==> src/rtl/cba_pkg.sv <==
package cba_pkg;

  localparam int USER_CLASSES = 8;
  localparam int NUM_GROUPS   = 4;
  localparam int G_ING  = 0;
  localparam int G_USER = 1;
  localparam int G_CPU  = 2;
  localparam int G_SPAN = 3;

  localparam logic [3:0] CLS_SPAN = 4'd8;
  localparam logic [3:0] CLS_CPU  = 4'd9;

  typedef enum logic [2:0] {
    GRP_ING  = 3'd0,
    GRP_USER = 3'd1,
    GRP_CPU  = 3'd2,
    GRP_SPAN = 3'd3,
    GRP_NONE = 3'd4
  } grp_e;

  typedef struct packed {
    logic s1Req;
    logic s1Rel;
    logic lossless;
  } ctrl_t;

  function automatic grp_e routeClass(input logic [3:0] cls,
                                      input logic lossless,
                                      input logic [USER_CLASSES-1:0] noDropMask);
    grp_e g;
    if (cls < 4'd8) begin
      g = (lossless && noDropMask[cls[2:0]]) ? GRP_ING : GRP_USER;
    end else if (cls == CLS_SPAN) begin
      g = GRP_SPAN;
    end else if (cls == CLS_CPU) begin
      g = GRP_CPU;
    end else begin
      g = GRP_NONE;
    end
    return g;
  endfunction

endpackage

==> src/rtl/cba_counter.sv <==
module cba_counter #(
  parameter int W = 16
) (
  input  logic         clk,
  input  logic         rst_n,
  input  logic [W-1:0] decAmt,
  input  logic [W-1:0] incAmt,
  output logic [W-1:0] count,
  output logic [W-1:0] afterRel,
  output logic         underflow
);

  assign underflow = decAmt > count;
  assign afterRel  = underflow ? '0 : count - decAmt;

  always_ff @(posedge clk) begin
    if (!rst_n) count <= '0;
    else        count <= afterRel + incAmt;
  end

  // an oversize release leaves only what was charged in the same cycle
  a_r10_saturate: assert property (@(posedge clk) disable iff (!rst_n)
    underflow |=> count == $past(incAmt));

endmodule

==> src/rtl/cba_ctrl.sv <==
module cba_ctrl
  import cba_pkg::*;
(
  input  logic  clk,
  input  logic  rst_n,
  input  logic  reqValid,
  input  logic  relValid,
  input  logic  modeReq,
  input  logic  allZero,
  output ctrl_t ctl,
  output logic  resValid,
  output logic  modeErr
);

  logic s1Req;
  logic s1Rel;
  logic lossless;

  always_ff @(posedge clk) begin
    if (!rst_n) begin
      s1Req    <= 1'b0;
      s1Rel    <= 1'b0;
      resValid <= 1'b0;
      lossless <= 1'b0;
      modeErr  <= 1'b0;
    end else begin
      s1Req    <= reqValid;
      s1Rel    <= relValid;
      resValid <= s1Req;
      if (modeReq != lossless) begin
        if (allZero && !s1Req) lossless <= modeReq;
        else                   modeErr  <= 1'b1;
      end
    end
  end

  assign ctl.s1Req    = s1Req;
  assign ctl.s1Rel    = s1Rel;
  assign ctl.lossless = lossless;

  // the partition table only moves while the buffer is empty and idle
  a_r11_mode_guard: assert property (@(posedge clk) disable iff (!rst_n)
    !$stable(lossless) |-> ($past(allZero) && !$past(s1Req)));

  // a refused change is remembered
  a_r11_err_sticky: assert property (@(posedge clk) disable iff (!rst_n)
    modeErr |=> modeErr);

  // each result pulse answers a request two edges earlier
  a_r2_latency: assert property (@(posedge clk) disable iff (!rst_n)
    resValid |-> $past(reqValid, 2));

endmodule

==> src/rtl/cba_datapath.sv <==
module cba_datapath
  import cba_pkg::*;
#(
  parameter int LEN_W       = 14,
  parameter int CELL_BYTES  = 208,
  parameter int NUM_PORTS   = 4,
  parameter int POOL_SHIFT  = 2,
  parameter int DEF_ING     = 2000,
  parameter int DEF_USER    = 19000,
  parameter int LL_ING      = 8000,
  parameter int LL_USER     = 10000,
  parameter int CPU_CELLS   = 1500,
  parameter int SPAN_CELLS  = 1500,
  parameter logic [USER_CLASSES-1:0] NODROP_MASK = 8'h08,
  parameter int CELL_W      = 7,
  parameter int PORT_W      = 2
) (
  input  logic              clk,
  input  logic              rst_n,
  input  ctrl_t             ctl,
  input  logic              reqValid,
  input  logic [LEN_W-1:0]  reqLen,
  input  logic [3:0]        reqClass,
  input  logic              reqMcast,
  input  logic [PORT_W-1:0] reqPort,
  input  logic              relValid,
  input  logic [CELL_W-1:0] relCells,
  input  logic [3:0]        relClass,
  input  logic              relMcast,
  input  logic [PORT_W-1:0] relPort,
  output logic              allZero,
  output logic              resAdmit,
  output logic [CELL_W-1:0] resCells,
  output logic              underflowFlag
);

  localparam int POOLS     = 2 * USER_CLASSES;
  localparam int POOL_W    = $clog2(POOLS);
  localparam int MAX_CELLS = ((1 << LEN_W) - 1 + CELL_BYTES - 1) / CELL_BYTES;
  localparam int DEF_SUM   = DEF_ING + DEF_USER;
  localparam int LL_SUM    = LL_ING + LL_USER;
  localparam int MAX_TOTAL = ((DEF_SUM > LL_SUM) ? DEF_SUM : LL_SUM) + CPU_CELLS + SPAN_CELLS;
  localparam int BIGGEST   = (MAX_TOTAL > MAX_CELLS) ? MAX_TOTAL : MAX_CELLS;
  localparam int CNT_W     = $clog2(BIGGEST + 1) + 1;

  function automatic logic [CELL_W-1:0] cellsFor(input logic [LEN_W-1:0] len);
    logic [LEN_W:0] padded;
    logic [LEN_W:0] quot;
    padded = {1'b0, len} + (LEN_W+1)'(CELL_BYTES - 1);
    quot   = padded / (LEN_W+1)'(CELL_BYTES);
    if (len == '0) return CELL_W'(1);
    return CELL_W'(quot);
  endfunction

  function automatic logic fitsIn(input logic [CNT_W-1:0] occ,
                                  input logic [CNT_W-1:0] add,
                                  input logic [CNT_W-1:0] lim);
    return ({1'b0, occ} + {1'b0, add}) <= {1'b0, lim};
  endfunction

  // stage 1 captures
  logic [CELL_W-1:0] s1Cells;
  logic [3:0]        s1Class;
  logic              s1Mcast;
  logic [PORT_W-1:0] s1Port;
  logic [CELL_W-1:0] rlCells;
  logic [3:0]        rlClass;
  logic              rlMcast;
  logic [PORT_W-1:0] rlPort;

  always_ff @(posedge clk) begin
    if (!rst_n) begin
      s1Cells <= '0;
      s1Class <= '0;
      s1Mcast <= 1'b0;
      s1Port  <= '0;
      rlCells <= '0;
      rlClass <= '0;
      rlMcast <= 1'b0;
      rlPort  <= '0;
    end else begin
      if (reqValid) begin
        s1Cells <= cellsFor(reqLen);
        s1Class <= reqClass;
        s1Mcast <= reqMcast;
        s1Port  <= reqPort;
      end
      if (relValid) begin
        rlCells <= relCells;
        rlClass <= relClass;
        rlMcast <= relMcast;
        rlPort  <= relPort;
      end
    end
  end

  grp_e reqGrp;
  grp_e relGrp;
  logic [POOL_W-1:0] reqPool;
  logic [POOL_W-1:0] relPool;
  logic [CNT_W-1:0]  cellsN;
  logic [CNT_W-1:0]  relN;

  assign reqGrp  = routeClass(s1Class, ctl.lossless, NODROP_MASK);
  assign relGrp  = routeClass(rlClass, ctl.lossless, NODROP_MASK);
  assign reqPool = {s1Class[2:0], s1Mcast};
  assign relPool = {rlClass[2:0], rlMcast};
  assign cellsN  = CNT_W'(s1Cells);
  assign relN    = CNT_W'(rlCells);

  // limits of the active partition table
  logic [CNT_W-1:0] grpLim [NUM_GROUPS];
  logic [CNT_W-1:0] poolLim;
  logic [CNT_W-1:0] portLim;

  always_comb begin
    grpLim[G_ING]  = ctl.lossless ? CNT_W'(LL_ING)  : CNT_W'(DEF_ING);
    grpLim[G_USER] = ctl.lossless ? CNT_W'(LL_USER) : CNT_W'(DEF_USER);
    grpLim[G_CPU]  = CNT_W'(CPU_CELLS);
    grpLim[G_SPAN] = CNT_W'(SPAN_CELLS);
    poolLim        = grpLim[G_USER] >> POOL_SHIFT;
    portLim        = ctl.lossless ? CNT_W'(LL_ING / NUM_PORTS) : CNT_W'(DEF_ING / NUM_PORTS);
  end

  // counters
  logic [CNT_W-1:0] grpDec [NUM_GROUPS];
  logic [CNT_W-1:0] grpInc [NUM_GROUPS];
  logic [CNT_W-1:0] grpCnt [NUM_GROUPS];
  logic [CNT_W-1:0] grpAfter [NUM_GROUPS];
  logic             grpUf [NUM_GROUPS];
  logic [CNT_W-1:0] poolDec [POOLS];
  logic [CNT_W-1:0] poolInc [POOLS];
  logic [CNT_W-1:0] poolCnt [POOLS];
  logic [CNT_W-1:0] poolAfter [POOLS];
  logic             poolUf [POOLS];
  logic [CNT_W-1:0] portDec [NUM_PORTS];
  logic [CNT_W-1:0] portInc [NUM_PORTS];
  logic [CNT_W-1:0] portCnt [NUM_PORTS];
  logic [CNT_W-1:0] portAfter [NUM_PORTS];
  logic             portUf [NUM_PORTS];

  logic fits;
  logic admit;

  always_comb begin
    fits = 1'b0;
    case (reqGrp)
      GRP_ING:  fits = fitsIn(grpAfter[G_ING], cellsN, grpLim[G_ING]) &&
                       fitsIn(portAfter[s1Port], cellsN, portLim);
      GRP_USER: fits = fitsIn(grpAfter[G_USER], cellsN, grpLim[G_USER]) &&
                       fitsIn(poolAfter[reqPool], cellsN, poolLim);
      GRP_CPU:  fits = fitsIn(grpAfter[G_CPU], cellsN, grpLim[G_CPU]);
      GRP_SPAN: fits = fitsIn(grpAfter[G_SPAN], cellsN, grpLim[G_SPAN]);
      default:  fits = 1'b0;
    endcase
  end

  assign admit = ctl.s1Req && fits;

  for (genvar g = 0; g < NUM_GROUPS; g++) begin : g_grp
    assign grpDec[g] = (ctl.s1Rel && relGrp == grp_e'(g)) ? relN : '0;
    assign grpInc[g] = (admit && reqGrp == grp_e'(g)) ? cellsN : '0;
    cba_counter #(.W(CNT_W)) u_cnt (
      .clk(clk), .rst_n(rst_n), .decAmt(grpDec[g]), .incAmt(grpInc[g]),
      .count(grpCnt[g]), .afterRel(grpAfter[g]), .underflow(grpUf[g])
    );
    // no group ever holds more than its table limit
    a_r4_group_limit: assert property (@(posedge clk) disable iff (!rst_n)
      grpCnt[g] <= grpLim[g]);
  end

  for (genvar p = 0; p < POOLS; p++) begin : g_pool
    assign poolDec[p] = (ctl.s1Rel && relGrp == GRP_USER && relPool == POOL_W'(p)) ? relN : '0;
    assign poolInc[p] = (admit && reqGrp == GRP_USER && reqPool == POOL_W'(p)) ? cellsN : '0;
    cba_counter #(.W(CNT_W)) u_cnt (
      .clk(clk), .rst_n(rst_n), .decAmt(poolDec[p]), .incAmt(poolInc[p]),
      .count(poolCnt[p]), .afterRel(poolAfter[p]), .underflow(poolUf[p])
    );
    // each user pool stays within its share
    a_r5_pool_limit: assert property (@(posedge clk) disable iff (!rst_n)
      poolCnt[p] <= poolLim);
  end

  for (genvar q = 0; q < NUM_PORTS; q++) begin : g_port
    assign portDec[q] = (ctl.s1Rel && relGrp == GRP_ING && rlPort == PORT_W'(q)) ? relN : '0;
    assign portInc[q] = (admit && reqGrp == GRP_ING && s1Port == PORT_W'(q)) ? cellsN : '0;
    cba_counter #(.W(CNT_W)) u_cnt (
      .clk(clk), .rst_n(rst_n), .decAmt(portDec[q]), .incAmt(portInc[q]),
      .count(portCnt[q]), .afterRel(portAfter[q]), .underflow(portUf[q])
    );
    // per-port share of the ingress reserve
    a_r6_port_limit: assert property (@(posedge clk) disable iff (!rst_n)
      portCnt[q] <= portLim);
  end

  logic ufNow;
  logic [CNT_W+1:0] totalOcc;

  always_comb begin
    ufNow    = 1'b0;
    allZero  = 1'b1;
    totalOcc = '0;
    for (int g = 0; g < NUM_GROUPS; g++) begin
      ufNow    |= grpUf[g];
      allZero  &= (grpCnt[g] == '0);
      totalOcc += (CNT_W+2)'(grpCnt[g]);
    end
    for (int p = 0; p < POOLS; p++) begin
      ufNow   |= poolUf[p];
      allZero &= (poolCnt[p] == '0);
    end
    for (int q = 0; q < NUM_PORTS; q++) begin
      ufNow   |= portUf[q];
      allZero &= (portCnt[q] == '0);
    end
  end

  always_ff @(posedge clk) begin
    if (!rst_n) begin
      resAdmit      <= 1'b0;
      resCells      <= '0;
      underflowFlag <= 1'b0;
    end else begin
      if (ctl.s1Req) begin
        resAdmit <= admit;
        resCells <= s1Cells;
      end
      if (ufNow) underflowFlag <= 1'b1;
    end
  end

  // a drop with no release in the same cycle leaves the books untouched
  a_r8_drop_quiet: assert property (@(posedge clk) disable iff (!rst_n)
    (ctl.s1Req && !fits && !ctl.s1Rel) |=> totalOcc == $past(totalOcc));

  // the underflow indication never clears
  a_r10_flag_sticky: assert property (@(posedge clk) disable iff (!rst_n)
    underflowFlag |=> underflowFlag);

endmodule

==> src/rtl/cell_admit_acct.sv <==
module cell_admit_acct
  import cba_pkg::*;
#(
  parameter int LEN_W      = 14,
  parameter int CELL_BYTES = 208,
  parameter int NUM_PORTS  = 4,
  parameter int POOL_SHIFT = 2,
  parameter int DEF_ING    = 2000,
  parameter int DEF_USER   = 19000,
  parameter int LL_ING     = 8000,
  parameter int LL_USER    = 10000,
  parameter int CPU_CELLS  = 1500,
  parameter int SPAN_CELLS = 1500,
  parameter logic [USER_CLASSES-1:0] NODROP_MASK = 8'h08,
  localparam int MAX_CELLS = ((1 << LEN_W) - 1 + CELL_BYTES - 1) / CELL_BYTES,
  localparam int CELL_W    = $clog2(MAX_CELLS + 1),
  localparam int PORT_W    = (NUM_PORTS > 1) ? $clog2(NUM_PORTS) : 1
) (
  input  logic              clk,
  input  logic              rst_n,
  input  logic              modeReq,
  input  logic              reqValid,
  input  logic [LEN_W-1:0]  reqLen,
  input  logic [3:0]        reqClass,
  input  logic              reqMcast,
  input  logic [PORT_W-1:0] reqPort,
  input  logic              relValid,
  input  logic [CELL_W-1:0] relCells,
  input  logic [3:0]        relClass,
  input  logic              relMcast,
  input  logic [PORT_W-1:0] relPort,
  output logic              resValid,
  output logic              resAdmit,
  output logic [CELL_W-1:0] resCells,
  output logic              modeActive,
  output logic              modeErr,
  output logic              underflowFlag
);

  ctrl_t ctl;
  logic  allZero;

  cba_ctrl u_ctrl (
    .clk(clk), .rst_n(rst_n), .reqValid(reqValid), .relValid(relValid),
    .modeReq(modeReq), .allZero(allZero), .ctl(ctl),
    .resValid(resValid), .modeErr(modeErr)
  );

  cba_datapath #(
    .LEN_W(LEN_W), .CELL_BYTES(CELL_BYTES), .NUM_PORTS(NUM_PORTS),
    .POOL_SHIFT(POOL_SHIFT), .DEF_ING(DEF_ING), .DEF_USER(DEF_USER),
    .LL_ING(LL_ING), .LL_USER(LL_USER), .CPU_CELLS(CPU_CELLS),
    .SPAN_CELLS(SPAN_CELLS), .NODROP_MASK(NODROP_MASK),
    .CELL_W(CELL_W), .PORT_W(PORT_W)
  ) u_dp (
    .clk(clk), .rst_n(rst_n), .ctl(ctl),
    .reqValid(reqValid), .reqLen(reqLen), .reqClass(reqClass),
    .reqMcast(reqMcast), .reqPort(reqPort),
    .relValid(relValid), .relCells(relCells), .relClass(relClass),
    .relMcast(relMcast), .relPort(relPort),
    .allZero(allZero), .resAdmit(resAdmit), .resCells(resCells),
    .underflowFlag(underflowFlag)
  );

  assign modeActive = ctl.lossless;

endmodule

==> config.mk <==
export PLATFORM = sky130hd
export DESIGN_NAME = cell_admit_acct
export DESIGN_NICKNAME = d
export VERILOG_FILES = /design/src/rtl/cba_pkg.sv /design/src/rtl/cba_counter.sv /design/src/rtl/cba_ctrl.sv /design/src/rtl/cba_datapath.sv /design/src/rtl/cell_admit_acct.sv
export SDC_FILE = /design/constraint.sdc
export NUM_CORES = 2
export LEC_CHECK = 0
export ABC_AREA = 1
export CAP_MARGIN = 20
export CELL_PAD_IN_SITES_DETAIL_PLACEMENT = 1
export CELL_PAD_IN_SITES_GLOBAL_PLACEMENT = 1
export CORE_ASPECT_RATIO = 1.4
export CORE_MARGIN = 10
export CORE_UTILIZATION = 35
export DETAILED_ROUTE_END_ITERATION = 7
export PLACE_DENSITY = 0.75
export SYNTH_ARGS = -nofsm -noshare
export SYNTH_HDL_FRONTEND = slang
export SYNTH_SLANG_ARGS = --single-unit
==> constraint.sdc <==
create_clock -name clk -period 20.7 [get_ports clk]
set_input_delay 5.175 -clock clk [delete_from_list [all_inputs] [get_ports clk]]
set_output_delay 5.175 -clock clk [all_outputs]
set_load 0.05 [all_outputs]
; ---- Yosys cells after proc, flatten, opt, wreduce, memory -nomap -nowiden
; Memories as Yosys holds them, arrays and structs flattened. A register that Yosys moved wholly into a read port is not among the register bits.
; Index checks and enable logic that the tools add are counted.
[totals]
regBits = 426
mem_bits_ro = 16
inputBits = 40
out_inout_bits = 12
elab_cells = 419
memories = 2
[memory_table]
columns = memory, depth, width, rd, rd_ports_with_merged_regs, write_ports, line
row1 = (name not given), 8, 1, 1, 1, 0, cba_pkg.sv:32  ; g = (lossless && noDropMask[cls[2:0]]) ? GRP_ING : GRP_USER;
row2 = (name not given), 8, 1, 1, 1, 0, cba_pkg.sv:32
[classes]
n_addsub = 55
div = 1
magnitude_cmp = 36
n_eq_ne = 47
mux = 101
bitwise_logic = 49
n_reduce_logical = 88
[op_table]
columns = operator, count
row1 = $mux 16, 28
row2 = $add 16x16->16, 24
row3 = $gt 16x16->1, 24
row4 = $logic_not 16->1, 24
row5 = $sub 16x16->16, 24
row6 = $mux 7, 50
row7 = $add 16x7->17, 6
row8 = $eq 4x4->1 const B, 20
row9 = $bmux 16 s4, 1
row10 = $logic_and 1x1->1, 54
row11 = $le 17x16->1, 3
row12 = $le 17x11->1 const B, 2
row13 = $bmux 16 s2, 1
row14 = $eq 4x3->1 const B, 8
row15 = $mux 3, 10
row16 = $and 1x1->1, 23
row17 = $or 1x1->1, 23
row18 = $le 17x14->1, 1
row19 = $eq 4x2->1 const B, 4
row20 = $add 14x8->15 const B, 1
row21 = $div 15x8->15 const B, 1
row22 = $mux 15, 1
row23 = $logic_not 14->1, 1
row24 = $mux 13, 1
row25 = 21 further kinds, 42

; ---- Depth between registers and ports, before layout
[logic_depth]
word_depth = 32
ltp_mapped = 80
depth_no_buf = 78

; ---- By module
; Synthesis repeated with hierarchy kept, for this count alone.
[hier_totals]
hier_cells = 9721
area_unflattened_um2 = 59632.2
[modules_own_cells]
columns = mod, instances, cells_per_inst, area_per_inst_um2, seq_area_each_um2
row1 = cba_counter at u_dp.g_grp[1].u_cnt ..., 19, 325, 2031.9, 320.3
row2 = cba_datapath, 1, 1888, 10466.3, 780.7
row3 = cba_counter at u_dp.g_grp[0].u_cnt ..., 4, 325, 2074.5, 320.3
row4 = cba_counter at u_dp.g_port[2].u_cnt, 1, 331, 2048.2, 320.3
row5 = cba_ctrl, 1, 27, 212.7, 100.1

; ---- Worst setup path after synthesis
; Ideal clock, no wire load.
[synth_path]
path_kind = reg-to-reg
startpoint = reg u_ctrl.lossless
endpoint = reg u_dp.g_port[2].u_cnt.count[14]
setup_ns = 0.134
arrival_time_ns = 9.613
t_required_ns = 20.566
setup_slack_ns = 10.954
path_stages_with_launch = 68
n_path_buf = 1
synth_period_minus_slack_ns = 9.746
cell_sequence = dfxtp_1 -> nand2_1 -> nor3_1 -> inv_1 -> nor3_1 -> nand2_1 -> ha_1 -> inv_1 -> o21ai_0 -> a21oi_1 -> nor2_1 -> nor2_1 -> nor2_1 -> inv_1 -> nand2_1 -> inv_1 -> nand2_1 -> buf_2 -> [32 not listed] -> nand2_1 -> a21boi_0 -> nor2_1 -> nor2_1 -> nor2_1 -> nor2_1 -> nor2_1 -> inv_1 -> nand2_1 -> inv_1 -> nor2_1 -> nor2_1 -> nand2_1 -> nor3_1 -> nand2_1 -> or3_1 -> o21ai_0 -> a21oi_1
[synth_between]
elab_chain_len = 21
word_cells_on_any_way = 163
classes_between = add/sub: 31 / order compare: 30 / eq/ne: 6 / mux: 63 / reduce/logical: 33
[synth_lines]
columns = element, line
row1 = start: declaration, cba_ctrl.sv:17  ; logic lossless;
row2 = start signal: assignment, cba_ctrl.sv:31  ; if (allZero && !s1Req) lossless <= modeReq;
row3 = $logic_and 1x1->1, cba_pkg.sv:32
row4 = $mux 1, cba_pkg.sv:32
row5 = $mux 3, cba_pkg.sv:31  ; if (cls < 4'd8) begin
row6 = $eq 3x1->1 / $logic_not 3->1 (equally long branches), "cba_datapath.sv:161, cba_datapath.sv:173, cba_datapath.sv:185"
row7 = $logic_and 1x1->1 (on tied branches), "cba_datapath.sv:161, cba_datapath.sv:173, cba_datapath.sv:185"
row8 = $logic_and 1x1->1 (on tied branches), "cba_datapath.sv:173, cba_datapath.sv:185"
row9 = $mux 7 (on tied branches), "cba_datapath.sv:173, cba_datapath.sv:185"
row10 = $sub 16x16->16 / $gt 16x16->1 (equally long branches), "cba_counter.sv:14, cba_counter.sv:13"
row11 = [4 not listed], n/a
row12 = $add 16x7->17, cba_datapath.sv:58  ; return ({1'b0, occ} + {1'b0, add}) <= {1'b0, lim};
row13 = $le 17x14->1 / $le 17x16->1 (equally long branches), cba_datapath.sv:58
row14 = $logic_and 1x1->1 (on tied branches), "cba_datapath.sv:150, cba_datapath.sv:148"
row15 = $pmux 1 s4, cba_datapath.sv:147  ; case (reqGrp)
row16 = $logic_and 1x1->1, cba_datapath.sv:158  ; assign admit = ctl.s1Req && fits;
row17 = $logic_and 1x1->1 (2 in series), cba_datapath.sv:186  ; assign portInc[q] = (admit && reqGrp == GRP_ING && s1Port == PORT_W'(q)) ? cellsN : '0;
row18 = $mux 7, cba_datapath.sv:186
row19 = $add 16x16->16 (*), cba_counter.sv:18  ; else count <= afterRel + incAmt;
row20 = end signal: assignment, cba_counter.sv:18
row21 = end: declaration, cba_counter.sv:8  ; output logic [W-1:0] count,
; Every way passes the cells marked *; elsewhere a longest branch is shown, timed or not. The select of a mux whose other input is x is not followed.
; A chain may end at the register's enable or synchronous reset.

; ---- Worst setup path after layout
[layout_path]
startpoint = reg u_ctrl.s1Rel
endpoint = reg u_dp.g_pool[11].u_cnt.count[15]
[layout_between]
elab_chain_len = 17
word_cells_on_any_way = 146
classes_between = add/sub: 31 / order compare: 30 / mux: 56 / reduce/logical: 29
[layout_lines]
columns = element, line
row1 = start: declaration, cba_ctrl.sv:16  ; logic s1Rel;
row2 = start signal: assignment, cba_ctrl.sv:28  ; s1Rel <= relValid;
row3 = $logic_and 1x1->1 (on tied branches), "cba_datapath.sv:161, cba_datapath.sv:173, cba_datapath.sv:185"
row4 = $logic_and 1x1->1 (on tied branches), "cba_datapath.sv:173, cba_datapath.sv:185"
row5 = $mux 7 (on tied branches), "cba_datapath.sv:173, cba_datapath.sv:185"
row6 = $sub 16x16->16 / $gt 16x16->1 (equally long branches), "cba_counter.sv:14, cba_counter.sv:13"
row7 = $mux 16, cba_counter.sv:14  ; assign afterRel = underflow ? '0 : count - decAmt;
row8 = $bmux 16 s4 / $bmux 16 s2 (equally long branches), "cba_datapath.sv:151, cba_datapath.sv:149"
row9 = $mux 16 (on tied branches) (2 in series), "cba_datapath.sv:151, cba_datapath.sv:149"
row10 = $add 16x7->17, cba_datapath.sv:58
row11 = $le 17x14->1 / $le 17x16->1 (equally long branches), cba_datapath.sv:58
row12 = $logic_and 1x1->1 (on tied branches), "cba_datapath.sv:150, cba_datapath.sv:148"
row13 = $pmux 1 s4, cba_datapath.sv:147
row14 = $logic_and 1x1->1, cba_datapath.sv:158
row15 = $logic_and 1x1->1 (2 in series), cba_datapath.sv:174  ; assign poolInc[p] = (admit && reqGrp == GRP_USER && reqPool == POOL_W'(p)) ? cellsN : '0;
row16 = $mux 7, cba_datapath.sv:174
row17 = $add 16x16->16 (*), cba_counter.sv:18
row18 = end signal: assignment, cba_counter.sv:18
row19 = end: declaration, cba_counter.sv:8
; Marked as above.

==> qor.csv <==
metric,value,unit
Fin Hold WS,0.515,ns
Worst path slowest cell,nor2_1,
outcome,completed,
Yosys reg bits,428,
initial cell density of the core,35.3,%
initial antenna violation count,4,
min-delay worst type,reg -> reg,
Tmin final,11.99,ns
PostCTS Resize Cnt,0,
Post-CTS Repair Setup Buffers,0,
reg2reg path depth,72,
crit-path max FO,14,
"Clk Latency, worst-skew pair",0.68,ns
synth unique cells,63,
H-tree levels,2,
DRT Pass-1 Iters,5,
R2R Path End,u_dp.g_pool[11].u_cnt.count[15]$_SDFF_PN0_,
vias per cell,5.46,
pre-CTS setup slack,8.66,ns
wire per inst,21.0,um
crit path DAT,12.58,ns
crit path from,u_ctrl.s1Rel$_SDFF_PN0_,
"Top FF cell, synth",dfxtp_1,
P_leak,23.0,nW
max frequency,0.0834,GHz
final-layout fill cell count,16200,
multiplexer share of the synthesized area,0,%
Post-synth EDFFs,0,
hold_buf cts,0,
"wirelength, routed",180,mm
DRC,0,
Total Routing Usage GR,25.8,%
final worst setup slack,8.71,ns
number of port buffers,51,
Setup-failing EPs final,0,
die area,135000,um^2
net count after synthesis,7420,
"Cell Area, Synth",42100,um^2
Clock Pin Slew Worst Setup and Hold Paths,0.06,ns
Layout Nets,7437,
CP most frequent cell,nand2_1,
worst r2r src,u_ctrl.s1Rel$_SDFF_PN0_,
fin. max-slew vios,0,
CTS tree,yes,
RSZ-0062 raised after global routing,no,
Top Ports,52,
largest family of logic cells by synthesized area,simple AND/OR/NAND/NOR gates,
share of post-route cells with drive strength above 1,4.80,%
Critical Path RT,21.29,ns
Die H,430,um
placed inst area,44400,um^2
Critical Path Sink,u_dp.g_pool[11].u_cnt.count[15]$_SDFF_PN0_,
Setup CP Type,reg -> reg,
YS warnings,0,
CTS Buf Count,54,
Worst Max-Slew Pin Slew,1.20,ns
Max Cap Viol,0,
skew final,0.0252,ns
largest net degree at the start of global routing,167,
DRT iter0 DRCs,2178,
Root Driver,clkbuf_16,
ys async rst share,0,%
# rows,150,
total power,4.98,mW
Synth Area in Compound Gates,16.2,%
via count,46900,
Synth Area in XOR/XNOR,2.48,%
CTS sink cnt,428,
Worst IR Drop VDD,0.0635,mV
simple-gate share of the synthesized area,35.0,%
synth-to-layout area growth,10.2,%
Slew headroom,20.1,%
CTS Buffer Depth,3,
Cells after Synth,6925,
vias in the first global route,48900,
Reg2Reg Setup Slack,8.71,ns
CP Capture Type,flip-flop,
Detail Route Antenna Nets,0,
Final Wtd Congestion,0.982,
first-pass GRT wire length,275,mm
"Seq/Total Area, Yosys",20.4,%
total grt overflow,0,
Die Span X,313,um
synthesized area per cell,6.08,um^2
period utilization,57.9,%
count of final hold-check violations,0,
Startpoint Class,flip-flop,
core area,119000,um^2
Final HPWL DP,142,mm
"Largest stage delay, worst path",0.76,ns
post-route design area,46400,um^2
Post-Route Setup TNS,0,ns
post-synthesis adder-cell area fraction,14.5,%
power per cell area,107,nW/um^2
==> Yosys cell counts (9+ instances only) <==
cell | n | share of area (%)
nor3_2 | 12 | 0.29
nand2_1 | 1201 | 11
clkinv_1 | 16 | 0.14
nand3b_1 | 14 | 0.25
o21ai_0 | 422 | 5.0
nand3_1 | 365 | 4.3
ha_1 | 401 | 12
nor3b_1 | 18 | 0.32
dfxtp_1 | 428 | 20
o21bai_1 | 40 | 0.71
inv_1 | 1133 | 10
a221oi_1 | 16 | 0.33
nor4_1 | 85 | 1.3
o21a_1 | 27 | 0.48
xnor2_1 | 24 | 0.50
fa_1 | 54 | 2.6
or2_2 | 109 | 1.6
o22ai_1 | 81 | 1.2
clkbuf_1 | 113 | 1.0
a21o_1 | 11 | 0.20
nor3_1 | 272 | 3.2
a21oi_1 | 533 | 6.3
nand4_1 | 81 | 1.2
nor2_1 | 1169 | 10
nand2_2 | 27 | 0.40
xor2_1 | 95 | 2.0
o221ai_1 | 9 | 0.19
nor2_2 | 9 | 0.13
a31oi_1 | 33 | 0.49
buf_2 | 11 | 0.13
==> layer usage <==
metal	global-route usage (%)	share of wire (%)	vias up
met4	21.0	9.4	6
li1	-	-	22700
met2	46.6	49	1075
met1	26.4	37	22600
met3	3.60	4.5	567
met5	0	0.042	-
==> report_power, final <==
part | switching (mW) | internal, mW
Combinational | 1.99 | 0.793
Sequential | 0.152 | 0.968
Clock | 0.442 | 0.628
==> through the flow <==
stage	cells	util, %
3_5_place_dp	8480	37.2
3_3_place_gp	8480	37.2
4_1_cts	8580	38.8
5_1_grt	8582	38.9
6_report	8583	38.9
2_1_floorplan	6925	-
==> cell families after synthesis <==
kind of cell,count (synthesis)
XOR/XNOR,119
AND/OR/NAND/NOR,3399
AO/OA/AOI/OAI,1236
flip-flops,428
buffers and inverters,1288
adder cells (fa/ha/maj),455
==> how the worst min path moves through the flow <==
| stage | start | to | slack [ns] | cells past startpoint |
|---|---|---|---|---|
| floorplan | u_dp.s1Class[3]$_SDFFE_PN0P_ | u_dp.s1Class[3]$_SDFFE_PN0P_ | 0.46 | 2 |
| global placement | u_dp.s1Class[3]$_SDFFE_PN0P_ | u_dp.s1Class[3]$_SDFFE_PN0P_ | 0.47 | 2 |
| detailed placement | u_dp.s1Class[3]$_SDFFE_PN0P_ | u_dp.s1Class[3]$_SDFFE_PN0P_ | 0.51 | 2 |
| CTS | u_dp.s1Class[3]$_SDFFE_PN0P_ | u_dp.s1Class[3]$_SDFFE_PN0P_ | 0.51 | 2 |
| global route | u_dp.s1Class[3]$_SDFFE_PN0P_ | u_dp.s1Class[3]$_SDFFE_PN0P_ | 0.55 | 2 |
| finish | u_dp.s1Class[3]$_SDFFE_PN0P_ | u_dp.s1Class[3]$_SDFFE_PN0P_ | 0.51 | 2 |
==> area by class of cell <==
class	count	area [um^2]	share of cell area, %
clock buffer	79	1630	3.51
timing repair buffer	93	851	1.83
antenna	1	2.50	0.00540
clock inverter	21	289	0.623
sequential	428	8580	18.5
inverter	1156	4340	9.36
multi-input combinational	5209	28700	61.9
tap	1596	2000	4.31
==> flip-flops by register name, summed over array words and instances (netlist names), 2 cells and up, named ones only <==
signal and flops:
u_dp.rlPort 2, u_dp.g_grp.u_cnt.count 64, u_dp.rlCells 7, u_dp.rlClass 4, u_dp.s1Cells 7, u_dp.s1Class 4
u_dp.g_port.u_cnt.count 64, u_dp.g_pool.u_cnt.count 256, u_dp.resCells 7, u_dp.s1Port 2
==> worst max-delay path, delay by kind of cell (launching register included) <==
| kind | cells | cell delay [ns] |
|---|---|---|
| simple gates | 43 | 7.11 |
| xor+xnor | 1 | 0.10 |
| compound gates | 14 | 1.73 |
| fa+ha+maj | 4 | 1.42 |
| buf+inv | 10 | 1.21 |
| flops | 1 | 0.31 |
==> cells in the final DEF (no fill, tap or decap), types with 10 or more instances in the layout <==
cell             instances
nand2_1               1200
nor2_1                1168
inv_1                 1132
a21oi_1                533
o21ai_0                422
dfxtp_1                422
ha_1                   401
nand3_1                365
nor3_1                 270
or2_2                  109
xor2_1                  95
nor4_1                  82
nand4_1                 81
o22ai_1                 81
clkbuf_16               55
fa_1                    54
clkdlybuf4s50_1         50
o21bai_1                40
buf_4                   39
a31oi_1                 33
nand2_2                 28
o21a_1                  27
xnor2_1                 24
nor3b_1                 18
clkinv_1                16
a221oi_1                16
clkbuf_8                16
nor3_2                  14
nand3b_1                14
a21o_1                  11
clkinv_2                11
nor2_2                  10
No activity file was read; power rests on OpenSTA's default activity.
